## config.mk

```make
export PLATFORM = sky130hd
export DESIGN_NAME = nfd_cmd_decoder
export DESIGN_NICKNAME = d
export VERILOG_FILES = /design/src/rtl/nfd_pkg.sv /design/src/rtl/nfd_bus_capture.sv /design/src/rtl/nfd_mode_gate.sv /design/src/rtl/nfd_cmd_fsm.sv /design/src/rtl/nfd_cmd_decoder.sv
export SDC_FILE = /design/constraint.sdc
export NUM_CORES = 1
export LEC_CHECK = 0
export BUFFER_PORTS_ARGS = -buffer_cell sky130_fd_sc_hd__buf_2
export CORE_MARGIN = 2
export CORE_UTILIZATION = 54
export DETAILED_ROUTE_END_ITERATION = 10
export PLACE_DENSITY_LB_ADDON = 0.25
export SLEW_MARGIN = 20
export SYNTH_ARGS = -nofsm -noshare
export SYNTH_HDL_FRONTEND = slang
export SYNTH_SLANG_ARGS = --single-unit
```

## constraint.sdc

```tcl
create_clock -name clk -period 3.8 [get_ports clk]
set_input_delay 0 -clock clk [delete_from_list [all_inputs] [get_ports clk]]
set_output_delay 0 -clock clk [all_outputs]
set_load 0.02 [all_outputs]
```

## src/rtl/nfd_pkg.sv

```systemverilog
package nfd_pkg;
  localparam int UNLK_W = 11;

  localparam logic [UNLK_W-1:0] K_ADDR_A = 11'h555;
  localparam logic [UNLK_W-1:0] K_ADDR_B = 11'h2AA;

  localparam logic [7:0] K_UNLK_A = 8'hAA;
  localparam logic [7:0] K_UNLK_B = 8'h55;
  localparam logic [7:0] K_PGM    = 8'hA0;
  localparam logic [7:0] K_ERS    = 8'h80;
  localparam logic [7:0] K_SECT   = 8'h30;
  localparam logic [7:0] K_CHIP   = 8'h10;
  localparam logic [7:0] K_ABORT  = 8'hF0;
  localparam logic [7:0] K_HOLD   = 8'hB0;
  localparam logic [7:0] K_CONT   = 8'h30;

  typedef enum logic [1:0] {
    MD_READ,
    MD_PROG,
    MD_ERASE,
    MD_HELD
  } mode_e;

  typedef enum logic [2:0] {
    S_IDLE,
    S_UA,
    S_UB,
    S_PDATA,
    S_EX,
    S_EA,
    S_EB
  } seq_e;

  typedef struct packed {
    logic prog;
    logic sect;
    logic chip;
    logic hold;
    logic cont;
    logic abort;
  } req_t;
endpackage

```

## src/rtl/nfd_bus_capture.sv

```systemverilog
module nfd_bus_capture #(
  parameter int ADDR_W = 23,
  parameter int DATA_W = 16,
  parameter int SYNC_N = 2
) (
  input  logic              clk,
  input  logic              rst_n,
  input  logic              clr,
  input  logic              bus_sel_n,
  input  logic              bus_wr_n,
  input  logic              bus_rd_n,
  input  logic [ADDR_W-1:0] bus_addr,
  input  logic [DATA_W-1:0] bus_data,
  output logic              cyc_valid,
  output logic [ADDR_W-1:0] cyc_addr,
  output logic [DATA_W-1:0] cyc_data
);
  localparam int PIPE_N = SYNC_N + 1;

  logic              strobe_raw;
  logic [PIPE_N-1:0] st_q, st_d;
  logic              st_now, st_old, fall, rise;
  logic [ADDR_W-1:0] a_lat_q;
  logic              valid_d;

  assign strobe_raw = ~bus_sel_n & ~bus_wr_n & bus_rd_n;

  always_comb begin
    st_d = clr ? '0 : {st_q[PIPE_N-2:0], strobe_raw};
  end

  assign st_now  = st_q[PIPE_N-2];
  assign st_old  = st_q[PIPE_N-1];
  assign fall    = st_now & ~st_old;
  assign rise    = ~st_now & st_old;
  assign valid_d = rise & ~clr;

  always_ff @(posedge clk or negedge rst_n) begin
    if (!rst_n) begin
      st_q      <= '0;
      cyc_valid <= 1'b0;
    end else begin
      st_q      <= st_d;
      cyc_valid <= valid_d;
    end
  end

  always_ff @(posedge clk or negedge rst_n) begin
    if (!rst_n) begin
      a_lat_q <= '0;
    end else if (fall) begin
      a_lat_q <= bus_addr;
    end
  end

  always_ff @(posedge clk or negedge rst_n) begin
    if (!rst_n) begin
      cyc_addr <= '0;
      cyc_data <= '0;
    end else if (rise) begin
      cyc_addr <= a_lat_q;
      cyc_data <= bus_data;
    end
  end

  a_r2_valid_gap: assert property (@(posedge clk) disable iff (!rst_n)
    cyc_valid |=> !cyc_valid);
endmodule

```

## src/rtl/nfd_mode_gate.sv

```systemverilog
module nfd_mode_gate
  import nfd_pkg::*;
(
  input  logic       prog_busy,
  input  logic       erase_busy,
  input  logic       erase_held,
  input  logic       cyc_valid,
  input  logic [7:0] cyc_code,
  output mode_e      mode,
  output logic       fsm_cyc,
  output logic       hold_hit
);
  always_comb begin
    if (prog_busy)       mode = MD_PROG;
    else if (erase_busy) mode = MD_ERASE;
    else if (erase_held) mode = MD_HELD;
    else                 mode = MD_READ;
  end

  always_comb begin
    fsm_cyc  = 1'b0;
    hold_hit = 1'b0;
    unique case (mode)
      MD_READ, MD_HELD: fsm_cyc  = cyc_valid;
      MD_ERASE:         hold_hit = cyc_valid & (cyc_code == K_HOLD);
      default:          ;
    endcase
  end
endmodule

```

## src/rtl/nfd_cmd_fsm.sv

```systemverilog
module nfd_cmd_fsm
  import nfd_pkg::*;
#(
  parameter int ADDR_W = 23,
  parameter int DATA_W = 16
) (
  input  logic              clk,
  input  logic              rst_n,
  input  logic              clr,
  input  mode_e             mode,
  input  logic              fsm_cyc,
  input  logic              hold_hit,
  input  logic [ADDR_W-1:0] cyc_addr,
  input  logic [DATA_W-1:0] cyc_data,
  output req_t              req_q,
  output logic [ADDR_W-1:0] req_addr_q,
  output logic [DATA_W-1:0] req_data_q
);
  seq_e       st_q, st_d;
  req_t       req_d;
  logic       ld_en;
  logic [7:0] code;
  logic       at_a, at_b, held;

  assign code = cyc_data[7:0];
  assign at_a = (cyc_addr[UNLK_W-1:0] == K_ADDR_A);
  assign at_b = (cyc_addr[UNLK_W-1:0] == K_ADDR_B);
  assign held = (mode == MD_HELD);

  always_comb begin
    st_d  = st_q;
    req_d = '0;
    if (clr) begin
      st_d = S_IDLE;
    end else if (mode == MD_PROG || mode == MD_ERASE) begin
      st_d       = S_IDLE;
      req_d.hold = hold_hit;
    end else if (fsm_cyc) begin
      if (st_q != S_PDATA && code == K_ABORT) begin
        req_d.abort = 1'b1;
        st_d        = S_IDLE;
      end else begin
        unique case (st_q)
          S_IDLE: begin
            if (at_a && code == K_UNLK_A)   st_d = S_UA;
            else if (held && code == K_CONT) req_d.cont = 1'b1;
          end
          S_UA: st_d = (at_b && code == K_UNLK_B) ? S_UB : S_IDLE;
          S_UB: begin
            if (at_a && code == K_PGM)                st_d = S_PDATA;
            else if (at_a && code == K_ERS && !held)  st_d = S_EX;
            else                                      st_d = S_IDLE;
          end
          S_PDATA: begin
            req_d.prog = 1'b1;
            st_d       = S_IDLE;
          end
          S_EX: st_d = (at_a && code == K_UNLK_A) ? S_EA : S_IDLE;
          S_EA: st_d = (at_b && code == K_UNLK_B) ? S_EB : S_IDLE;
          S_EB: begin
            if (code == K_SECT && !held)              req_d.sect = 1'b1;
            else if (at_a && code == K_CHIP && !held) req_d.chip = 1'b1;
            st_d = S_IDLE;
          end
          default: st_d = S_IDLE;
        endcase
      end
    end
  end

  assign ld_en = |req_d;

  always_ff @(posedge clk or negedge rst_n) begin
    if (!rst_n) begin
      st_q  <= S_IDLE;
      req_q <= '0;
    end else begin
      st_q  <= st_d;
      req_q <= req_d;
    end
  end

  always_ff @(posedge clk or negedge rst_n) begin
    if (!rst_n) begin
      req_addr_q <= '0;
      req_data_q <= '0;
    end else if (ld_en) begin
      req_addr_q <= cyc_addr;
      req_data_q <= cyc_data;
    end
  end

  a_r3_prog_from_slot: assert property (@(posedge clk) disable iff (!rst_n)
    req_q.prog |-> $past(st_q) == S_PDATA);
  a_r12_onehot: assert property (@(posedge clk) disable iff (!rst_n)
    $onehot0(req_q));
  a_r12_one_clock: assert property (@(posedge clk) disable iff (!rst_n)
    (|req_q) |=> !(|req_q));
  a_r8_prog_quiet: assert property (@(posedge clk) disable iff (!rst_n)
    (mode == MD_PROG) |=> req_q == '0);
  a_r9_erase_hold_only: assert property (@(posedge clk) disable iff (!rst_n)
    (mode == MD_ERASE) |=> !(req_q.prog || req_q.sect || req_q.chip || req_q.cont || req_q.abort));
  a_r10_held_no_erase: assert property (@(posedge clk) disable iff (!rst_n)
    (mode == MD_HELD) |=> !(req_q.sect || req_q.chip));
  a_r11_clr_idle: assert property (@(posedge clk) disable iff (!rst_n)
    clr |=> (req_q == '0) && (st_q == S_IDLE));
endmodule

```

## src/rtl/nfd_cmd_decoder.sv

```systemverilog
module nfd_cmd_decoder
  import nfd_pkg::*;
#(
  parameter int ADDR_W = 23,
  parameter int DATA_W = 16
) (
  input  logic              clk,
  input  logic              rst_n,
  input  logic              dev_rst_n,
  input  logic              bus_sel_n,
  input  logic              bus_wr_n,
  input  logic              bus_rd_n,
  input  logic [ADDR_W-1:0] bus_addr,
  input  logic [DATA_W-1:0] bus_data,
  input  logic              alg_prog_busy,
  input  logic              alg_erase_busy,
  input  logic              alg_erase_held,
  output logic              req_program,
  output logic              req_sector_erase,
  output logic              req_chip_erase,
  output logic              req_suspend,
  output logic              req_resume,
  output logic              req_reset,
  output logic [ADDR_W-1:0] req_addr,
  output logic [DATA_W-1:0] req_data
);
  logic [1:0]        rst_sync_q;
  logic              rst_int_n;
  logic              clr;
  logic              cyc_valid;
  logic [ADDR_W-1:0] cyc_addr;
  logic [DATA_W-1:0] cyc_data;
  mode_e             mode;
  logic              fsm_cyc, hold_hit;
  req_t              req_q;

  always_ff @(posedge clk or negedge rst_n) begin
    if (!rst_n) rst_sync_q <= 2'b00;
    else        rst_sync_q <= {rst_sync_q[0], 1'b1};
  end
  assign rst_int_n = rst_sync_q[1];
  assign clr       = ~dev_rst_n;

  nfd_bus_capture #(.ADDR_W(ADDR_W), .DATA_W(DATA_W), .SYNC_N(2)) u_cap (
    .clk       (clk),
    .rst_n     (rst_int_n),
    .clr       (clr),
    .bus_sel_n (bus_sel_n),
    .bus_wr_n  (bus_wr_n),
    .bus_rd_n  (bus_rd_n),
    .bus_addr  (bus_addr),
    .bus_data  (bus_data),
    .cyc_valid (cyc_valid),
    .cyc_addr  (cyc_addr),
    .cyc_data  (cyc_data)
  );

  nfd_mode_gate u_gate (
    .prog_busy  (alg_prog_busy),
    .erase_busy (alg_erase_busy),
    .erase_held (alg_erase_held),
    .cyc_valid  (cyc_valid),
    .cyc_code   (cyc_data[7:0]),
    .mode       (mode),
    .fsm_cyc    (fsm_cyc),
    .hold_hit   (hold_hit)
  );

  nfd_cmd_fsm #(.ADDR_W(ADDR_W), .DATA_W(DATA_W)) u_fsm (
    .clk        (clk),
    .rst_n      (rst_int_n),
    .clr        (clr),
    .mode       (mode),
    .fsm_cyc    (fsm_cyc),
    .hold_hit   (hold_hit),
    .cyc_addr   (cyc_addr),
    .cyc_data   (cyc_data),
    .req_q      (req_q),
    .req_addr_q (req_addr),
    .req_data_q (req_data)
  );

  assign req_program      = req_q.prog;
  assign req_sector_erase = req_q.sect;
  assign req_chip_erase   = req_q.chip;
  assign req_suspend      = req_q.hold;
  assign req_resume       = req_q.cont;
  assign req_reset        = req_q.abort;

  a_r11_dev_reset_quiet: assert property (@(posedge clk) disable iff (!rst_int_n)
    !dev_rst_n |=> !(req_program || req_sector_erase || req_chip_erase ||
                     req_suspend || req_resume || req_reset));
  a_r1_reset_quiet: assert property (@(posedge clk)
    !rst_int_n |-> !(req_program || req_sector_erase || req_chip_erase ||
                     req_suspend || req_resume || req_reset));
endmodule

```

After elaboration in Yosys (flattened, before gate mapping). Index checks and enable logic that the tools add are counted.

Bitwise gates (word level): 10. Mux-type cells: 34. Eq/ne operators: 22. Reduce and logical (&&, ||, !) cells: 17.

Operator list (number): equality test 8 bit (second input constant) (5); 2-to-1 mux 3 bit (13); case mux 3 bit (5 select lines) (1); 2-to-1 mux 2 bit (7); 2-to-1 mux 1 bit (12); equality test 11 x 10 -> 1 bit (second input constant) (1); equality test 11 bit (second input constant) (1); logical AND 1 bit (10); equality test 3 bit (second input constant) (3); equality test 8 x 5 -> 1 bit (second input constant) (1); equality test 8 x 6 -> 1 bit (second input constant) (1); equality test 8 x 7 -> 1 bit (second input constant) (1); bitwise AND 1 bit (6); equality test 3 x 2 -> 1 bit (second input constant) (2); 2-to-1 mux 6 bit (1); OR reduction 6 bit (1); inequality test 5 x 2 -> 1 bit (second input constant) (1); equality test 2 bit (second input constant) (2); inverter 1 bit (4); equality test 3 x 1 -> 1 bit (second input constant) (1); logical NOT 3 bit (1); inequality test 3 x 1 -> 1 bit (second input constant) (1); inequality test 3 x 2 -> 1 bit (second input constant) (1); equality test 2 x 1 -> 1 bit (second input constant) (1); other kinds (5) (5).

Register bits after elaboration: 116. Input port bits: 48.

Logic depth before layout (Yosys ltp). Gate-level depths: netlist (run 1).

Depth in word-level cells: 14. Depth in mapped cells: 11.

Hierarchy. From an unflattened synthesis (run 1), not the netlist that was laid out.

Cells, all modules: 317. Area total of the unflattened synthesis: 4839.6 um2.

By module, submodules not included: nfd_bus_capture (sequential area each 1651.6 um2, cells each 141, area an instance 2576.2 um2, instances 1); nfd_cmd_fsm (sequential area each 1201.2 um2, cells each 161, area an instance 2133.3 um2, instances 1); nfd_mode_gate (sequential area each 0.0 um2, cells each 11, area an instance 72.6 um2, instances 1); nfd_cmd_decoder (sequential area each 50.0 um2, cells each 4, area an instance 57.6 um2, instances 1).

Least setup slack after synthesis (run 1). No wires, ideal clock.

Path type: reg-to-reg. From: reg u_cap.cyc_data[2]. To: reg u_fsm.req_addr_q[0]. Setup slack: 1.967 ns. Buffers on the path: 2. Arrival: 1.708 ns. Stages on the path, launching flop included: 8. Cells stage by stage: dfrtp_1 > nor3_2 > nand2_1 > o31ai_2 > a21oi_2 > buf_6 > buf_6 > mux2_4.

Cells in the longest elaborated chain, start to end: 11.

RTL lines: start, declared (RTL line nfd_bus_capture.sv:16) `output logic [DATA_W-1:0] cyc_data`; start signal, assigned (RTL line nfd_bus_capture.sv:62) `cyc_data <= bus_data;`; equality test 8 x 5 -> 1 bit (RTL line nfd_cmd_fsm.sv:62) `else if (at_a && code == K_CHIP && !held) req_d.chip = 1'b1;`; logical AND 1 bit (2 in series) (RTL line nfd_cmd_fsm.sv:62); 2-to-1 mux 1 bit (RTL line nfd_cmd_fsm.sv:62); 2-to-1 mux 1 bit (RTL line nfd_cmd_fsm.sv:61) `if (code == K_SECT && !held) req_d.sect = 1'b1;`; 2-to-1 mux 2 bit (RTL line nfd_cmd_fsm.sv:43) `unique case (st_q)`; 2-to-1 mux 3 bit (RTL line nfd_cmd_fsm.sv:39) `if (st_q != S_PDATA && code == K_ABORT) begin`; 2-to-1 mux 3 bit (RTL line nfd_cmd_fsm.sv:38) `end else if (fsm_cyc) begin`; 2-to-1 mux 3 bit (RTL line nfd_cmd_fsm.sv:35) `end else if (mode == MD_PROG || mode == MD_ERASE) begin`; 2-to-1 mux 6 bit (*) (RTL line nfd_cmd_fsm.sv:33) `if (clr) begin`; OR reduction 6 bit (*) (RTL line nfd_cmd_fsm.sv:71) `assign ld_en = |req_d;`; end signal, assigned (RTL line nfd_cmd_fsm.sv:88) `req_addr_q <= cyc_addr;`; end, declared (RTL line nfd_cmd_fsm.sv:16) `output logic [ADDR_W-1:0] req_addr_q,`.

Mark *: on every way between the ends. The rest lies on a longest branch, timed or not. A chain may end at the register's enable or synchronous reset.

Worst setup path after layout (run 1).
From: in alg_prog_busy. To: reg u_fsm.req_addr_q[1].

Cells in the longest elaborated chain, start to end: 12.

RTL lines: start, declared (RTL line nfd_cmd_decoder.sv:15) `input logic alg_prog_busy,`; 2-to-1 mux 2 bit (*) (RTL line nfd_mode_gate.sv:14) `if (prog_busy) mode = MD_PROG;`; equality test 2 bit (RTL line nfd_mode_gate.sv:23, nfd_cmd_fsm.sv:28); logical NOT 1 bit (RTL line nfd_cmd_fsm.sv:61, nfd_cmd_fsm.sv:62); logical AND 1 bit (RTL line nfd_cmd_fsm.sv:62); 2-to-1 mux 1 bit (RTL line nfd_cmd_fsm.sv:62); 2-to-1 mux 1 bit (RTL line nfd_cmd_fsm.sv:61); 2-to-1 mux 2 bit (RTL line nfd_cmd_fsm.sv:43); 2-to-1 mux 3 bit (RTL line nfd_cmd_fsm.sv:39); 2-to-1 mux 3 bit (RTL line nfd_cmd_fsm.sv:38); 2-to-1 mux 3 bit (RTL line nfd_cmd_fsm.sv:35); 2-to-1 mux 6 bit (*) (RTL line nfd_cmd_fsm.sv:33); OR reduction 6 bit (*) (RTL line nfd_cmd_fsm.sv:71).

Marked as above.

==> results.tsv, run 1 <==
stage	metric	value	unit
yosys	YS warnings	0	
final_layout	area growth from synthesis to layout	35.1	%
final_layout	register area	0.00291	mm^2
setup_path	crit path capture type	register	
min_path	hold_sp	alg_erase_held	
clocking	Num CTS Buffers	17	
setup_path	Critical Path RT	4.19	ns
placement	HPWL Detailed	6000	um
global_routing	first-pass GRT wire length	16400	um
yosys	Seq cells post-synth	116	
timing	Post-Route Setup TNS	0	ns
yosys	Syn Nets	364	
final_layout	area of the multi-input gates	0.00170	mm^2
setup_path	Critical Path AT	2.83	ns
floorplanning	core footprint	0.00830	mm^2
drt	via count	3125	
drt	vias per std cell	5.38	
yosys	EDFF count, synth	0	
placement	placed cell area	0.00525	mm^2
final_layout	Post-Layout Cell Count	581	
global_routing	initial antenna violation count	0	
timing	relative slew slack	45.0	%
floorplanning	full die area	0.00938	mm^2
yosys	post-synthesis cell count	314	
setup_path	r2r startpoint	u_fsm.st_q[2]	
drt	DRC	0	
yosys	Synth cell types	40	
final_layout	commonest non-fill, non-tap cell in the layout	dfrtp_1	
setup_path	CP Max Fanout	13	
timing	Worst Tran Pin Value	0.823	ns
clocking	post-CTS setup repair buffer count	0	
status	status	completed	
floorplanning	Horiz. Die Dim	96.9	um
yosys	post-synthesis sequential area ratio	62.3	%
global_routing	largest net degree at the start of global routing	57	
final_layout	fin area	0.00629	mm^2
drt	drt wl/cell	16.9	um
placement	Port Buf Inserts	92	
setup_path	critical path class	input pin to register	
clocking	H-tree depth	4	
timing	final max-slew violation count	0	
clocking	Clock transition at path regs	0.05	ns
clocking	Worst-Skew Late Latency	0.51	ns
drt	DRT Pass-1 Iters	4	
clocking	clock buffer depth	2	
min_path	Hold Path Class	input pin to register	
yosys	top_reg_cell synth	dfrtp_1	
final_layout	fraction of layout cells with a size suffix above 1	49.8	%
timing	Max Fclk	410	MHz
setup_path	CP startpoint	alg_prog_busy	
final_layout	post-layout util	75.8	%
clocking	hold_buf cts	45	
floorplanning	row cnt	33	
final_layout	nets@finish	514	
power_and_ir_drop	VDD IR-drop max	0.335	mV
timing	Setup Viol. Count Final	0	
timing	post-route clock skew	0.00802	ns
flow_run	max cap viols	0	
timing	post-route clock period utilization	64.2	%
final_layout	Layout fillers	510	
drt	ANT nets after route	0	
yosys	Async S/R FF share, synth	100	%
clocking	CTS Sinks	116	
yosys	Post-Syn Area per Cell	14.8	um^2
power_and_ir_drop	P_leak	3.20	nW
timing	RSZ-0062 raised after global routing	no	
clocking	CTS root buf	clkbuf_8	
final_layout	number of diodes	0	
clocking	post-cts resize count	0	
drt	Iter 0 DRT Violations	177	
final_layout	most frequent cells in the layout	dfrtp_1, buf_2, mux2_2	
floorplanning	I/O pins	93	
global_routing	GRT Residual Overflow	0	
floorplanning	die boundary height	96.9	um
timing	Hold Violations, Final	0	
power_and_ir_drop	PD cells	523	mW/mm^2
global_routing	Total Routing Usage GR	22.2	%
placement	DP Cell Count	505	
yosys	synthesized area	0.00466	mm^2
clocking	CTS tree	done	
placement	gpl congestion	0.867	
floorplanning	Initial Util	56.1	%
setup_path	Critical Path Source Type	input pin	
global_routing	vias in the first global route	3260	
drt	Post-Route WL	9800	um
timing	min cycle time layout	2.44	ns
[path summary, 6_finish.rpt]
path / slack, ns / cells past startpoint / to
hold reg to reg: 0.36 / 0 / rst_sync_q[1]
hold / removal: 0.02 / 5 / u_fsm.req_q[2]
min in group asynchronous: 0.33 / 3 / rst_sync_q[1]
setup / recovery: 1.36 / 10 / u_fsm.req_addr_q[1]
max in group asynchronous: 2.55 / 1 / u_fsm.req_data_q[0]
setup reg to reg: 1.50 / 6 / u_fsm.req_addr_q[1]
[routing by layer]
metal | up-vias | global-route usage (%) | part of all wire [%]
li1 | 1426 | - | -
met1 | 1592 | 29.9 | 44
met2 | 91 | 34.5 | 50
met3 | 16 | 7.51 | 4.9
met4 | 0 | 6.83 | 1.3
met5 | - | 0 | 0
[cell type report]
class	instances	share of cell area [%]
Clock buffer	23	7.74
Clock inverter	8	1.59
Inverter	3	0.179
Multi-Input combinational cell	183	27.0
Sequential cell	116	46.2
Tap cell	105	2.09
Timing Repair Buffer	143	15.2
[kinds of logic after synthesis]
| logic type | Yosys count | share of synthesized area (%) |
|---|---|---|
| AO/OA/AOI/OAI | 16 | 2.26 |
| adder cells (fa/ha/maj) | 2 | 0.537 |
| other | 1 | 0.0805 |
| flip-flops | 116 | 62.3 |
| multiplexers | 100 | 25.0 |
| buffers and inverters | 15 | 1.59 |
| AND/OR/NAND/NOR | 64 | 8.22 |
[critical path, cell delays in order]
cell and delay, ns:
dlygate4sd3_1 0.53, buf_2 0.13, a21oi_1 0.16, ha_1 0.31, and3_1 0.26, nand3_1 0.16
o22ai_1 0.14, a21oi_4 0.42, buf_4 0.36, mux2_2 0.37
[cells in the mapped netlist, types with 2 or more instances]
library cell / instances / area share (%)
a21oi_1: 3 / 0.32
and2_1: 4 / 0.54
and3_1: 2 / 0.27
and4b_1: 2 / 0.43
buf_2: 2 / 0.21
buf_6: 2 / 0.48
clkbuf_1: 8 / 0.64
dfrtp_1: 116 / 62
ha_1: 2 / 0.54
inv_1: 3 / 0.24
mux2_2: 90 / 22
mux2_4: 10 / 3.2
nand2_1: 13 / 1.0
nand3_1: 4 / 0.43
nand4_1: 4 / 0.54
nor2_1: 11 / 0.89
nor2b_1: 5 / 0.67
nor3_1: 3 / 0.32
nor3b_1: 2 / 0.32
nor4_1: 3 / 0.40
o21ai_0: 6 / 0.64
[stage by stage]
step	hold slack, ns	setup slack [ns]	total power, W
detailed placement	-0.213	1.37	0.00172
global placement	-0.215	1.47	0.00171
floorplan	-0.296	0.329	0.00163
finish	0.0224	1.36	0.00329
CTS	0.00000949	1.38	0.00331
global route	0.0514	1.20	0.00342
[power by group]
part / internal, W / switching [W]
Sequential: 0.00137 / 0.000116
Clock: 0.00101 / 0.000532
Combinational: 0.000168 / 0.0000891
[registers in the layout, indices dropped and copies added, names as in the netlist, 2 cells and up]
register,count
u_fsm.st_q,3
u_fsm.req_addr_q,23
u_cap.a_lat_q,23
u_cap.cyc_data,16
u_fsm.req_data_q,16
u_cap.cyc_addr,23
rst_sync_q,2
u_cap.st_q,3
u_fsm.req_q,6
(Power assumes the default switching activity.)
==> run 2: changes to the inputs <==
- clock period: 3.8 -> 2.35 ns (I/O delays scaled with it)
==> run 2 against run 1 <==
  * Critical path depth grew 1
  * Combinational power grew 66%
  * Cell area grew 1.3%
  * Sequential cell count is the same
  * Power grew 65%
  * Largest power group unchanged
  * Highest routed layer unchanged
==> results.tsv, run 2 (synthesis gave the netlist of run 1 again) <==
stage	metric	value	unit	change
clocking	Clock transition at path regs	0.05	ns	about the same
setup_path	CP Max Fanout	26		was 13
clocking	CTS tree	done		unchanged
clocking	post-CTS setup repair buffer count	0		unchanged
clocking	H-tree depth	4		unchanged
final_layout	fin area	0.00637	mm^2	was 0.00629 mm^2
drt	Post-Route WL	9460	um	was 9800 um
power_and_ir_drop	VDD IR-drop max	0.612	mV	was 0.335 mV
setup_path	Critical Path Source Type	input pin		unchanged
power_and_ir_drop	Sw Share	21.7	%	was 22.4%
global_routing	GRT Residual Overflow	0		unchanged
placement	Port Buf Inserts	92		unchanged
setup_path	r2r startpoint	u_cap.cyc_data[2]		was u_fsm.st_q[2]
setup_path	CP max-delay cell	dlygate4sd3_1		unchanged
placement	gpl congestion	0.848		was 0.867
timing	Hold Violations, Final	0		unchanged
timing	final max-slew violation count	0		unchanged
setup_path	worst reg2reg path depth	6		unchanged
floorplanning	full die area	0.00938	mm^2	unchanged
setup_path	cell breakdown of the critical path	dlygate4sd3_1, buf_2, nor2_1, nor2_1, ha_1, and3_1, nand3_1, o22ai_1, a21oi_4, buf_12, mux2_2		was dlygate4sd3_1, buf_2, a21oi_1, ha_1, and3_1, nand3_1, o22ai_1, a21oi_4, buf_4, mux2_2
power_and_ir_drop	P_int	0.00425	W	was 0.00255 W
setup_path	crit-path max cell delay	0.53	ns	about the same
final_layout	biggest regs	u_cap.a_lat_q x23, u_cap.cyc_addr x23, u_fsm.req_addr_q x23		unchanged
clocking	clock buffer depth	2		unchanged
global_routing	initial antenna violation count	0		unchanged
drt	Iter 0 DRT Violations	151		was 177
power_and_ir_drop	PD cells	853	mW/mm^2	was 523 mW/mm^2
clocking	Num CTS Buffers	17		unchanged
clocking	CTS Sinks	116		unchanged
global_routing	largest net degree at the start of global routing	45		was 57
setup_path	Top Family by Delay on Critical Path	buffers and inverters		unchanged
clocking	hold_buf cts	46		was 45
timing	post-route clock period utilization	89.1	%	
timing	Post-Route Setup TNS	0	ns	unchanged
drt	DRC	0		unchanged
timing	Worst Tran Pin Value	0.560	ns	was 0.823 ns
flow_run	max cap viols	0		unchanged
setup_path	CP startpoint	alg_erase_held		was alg_prog_busy
global_routing	Total Routing Usage GR	21.6	%	was 22.2%
final_layout	fraction of layout cells with a size suffix above 1	49.9	%	was 49.8%
drt	ANT nets after route	0		unchanged
setup_path	Critical Path RT	2.75	ns	was 4.19 ns
floorplanning	core footprint	0.00830	mm^2	unchanged
setup_path	WP buf/inv	3		unchanged
clocking	post-cts resize count	0		unchanged
final_layout	number of diodes	0		unchanged
timing	relative slew slack	62.7	%	was 45.0%
timing	Max Fclk	478	MHz	
timing	min cycle time layout	2.09	ns	
setup_path	critical path class	input pin to register		unchanged
final_layout	commonest non-fill, non-tap cell in the layout	dfrtp_1		unchanged
setup_path	CP Depth	11		was 10
power_and_ir_drop	combinational fraction of design power	7.8	%	about the same
timing	Hold Slack	0.0703	ns	was 0.0224 ns
final_layout	post-layout util	76.7	%	was 75.8%
final_layout	Layout fillers	493		was 510
placement	HPWL Detailed	5940	um	was 6000 um
global_routing	vias in the first global route	3287		was 3260
setup_path	Critical Path AT	2.49	ns	was 2.83 ns
setup_path	FF-to-FF setup slack	0.38	ns	was 1.50 ns
timing	Setup Viol. Count Final	0		unchanged
final_layout	nets@finish	517		was 514
drt	DRT Pass-1 Iters	4		unchanged
drt	via count	3087		was 3125
drt	drt wl/cell	16.2	um	was 16.9 um
setup_path	CP most frequent cell	nor2_1		
setup_path	Worst setup endpoint	u_fsm.req_addr_q[2]		was u_fsm.req_addr_q[1]
placement	placed cell area	0.00531	mm^2	was 0.00525 mm^2
final_layout	most frequent cells in the layout	dfrtp_1, buf_2, mux2_2		unchanged
final_layout	area growth from synthesis to layout	36.8	%	was 35.1%
floorplanning	die boundary height	96.9	um	unchanged
floorplanning	Horiz. Die Dim	96.9	um	unchanged
power_and_ir_drop	Final Power	0.00543	W	was 0.00329 W
clocking	Worst-Skew Late Latency	0.52	ns	was 0.51 ns
setup_path	crit path capture type	register		unchanged
setup_path	FF-to-FF End	u_fsm.req_addr_q[2]		was u_fsm.req_addr_q[1]
floorplanning	Initial Util	56.1	%	unchanged
global_routing	first-pass GRT wire length	15900	um	was 16400 um
floorplanning	I/O pins	93		unchanged
clocking	CTS root buf	clkbuf_8		unchanged
timing	post-route clock skew	0.00999	ns	was 0.00802 ns
power_and_ir_drop	Flop pwr share	44.1	%	was 45.2%
drt	vias per std cell	5.29		was 5.38
min_path	Hold Path Class	input pin to register		unchanged
power_and_ir_drop	Psw	0.00118	W	was 0.000737 W
power_and_ir_drop	Clk pwr share	48.1	%	was 47.0%
status	status	completed		unchanged
timing	RSZ-0062 raised after global routing	no		unchanged
power_and_ir_drop	P_leak	3.25	nW	was 3.20 nW
floorplanning	row cnt	33		unchanged
## run 2: final cells by class
class	count	area [um^2]	area share, %
Clock buffer	20	445	6.99
Tap cell	105	131	2.06
Inverter	3	11.3	0.177
Multi-Input combinational cell	183	1700	26.7
Sequential cell	116	2910	45.6
Timing Repair Buffer	146	1020	16.0
Clock inverter	11	158	2.48
## run 2: worst min-delay path by stage
stage | start | to | slack (ns) | depth (start not counted)
floorplan | rst_n | rst_sync_q[0] | -0.30 | 0
global placement | rst_n | rst_sync_q[0] | -0.21 | 1
detailed placement | rst_n | rst_sync_q[0] | -0.21 | 1
CTS | alg_erase_busy | u_fsm.req_q[2] | 0.05 | 5
global route | alg_erase_busy | u_fsm.req_q[2] | 0.13 | 6
finish | alg_erase_busy | u_fsm.req_q[2] | 0.07 | 6
## run 2: worst register-to-register path, stage by stage (launching register included)
cell	delay (ns)
dfrtp_1	0.43
nor3_2	0.30
nand2_1	0.15
o31ai_2	0.37
a21oi_4	0.13
buf_12	0.18
mux2_2	0.31
## run 2: stage by stage
stage | worst slack, ns | std cells
2_1_floorplan | 0.412 | 314
3_3_place_gp | 0.331 | 507
3_5_place_dp | 0.268 | 507
4_1_cts | 0.292 | 584
5_1_grt | 0.125 | 584
6_report | 0.257 | 584
## run 2: power groups by stage
stage / logic, W / registers, W / clock network (W)
after global placement: 0.000348 / 0.00241 / 0
after detailed placement: 0.000364 / 0.00243 / 0
after CTS: 0.000429 / 0.00240 / 0.00264
final: 0.000426 / 0.00239 / 0.00261
after global routing: 0.000470 / 0.00243 / 0.00274
after floorplan: 0.000260 / 0.00238 / 0
## run 2: metal layers
metal | track usage [%] | wire, um | vias up
met3 | 6.72 | 484 | 16
met5 | 0 | 0 | -
met4 | 9.64 | 177 | 0
met2 | 33.6 | 4550 | 88
met1 | 28.2 | 4250 | 1533
li1 | - | - | 1450
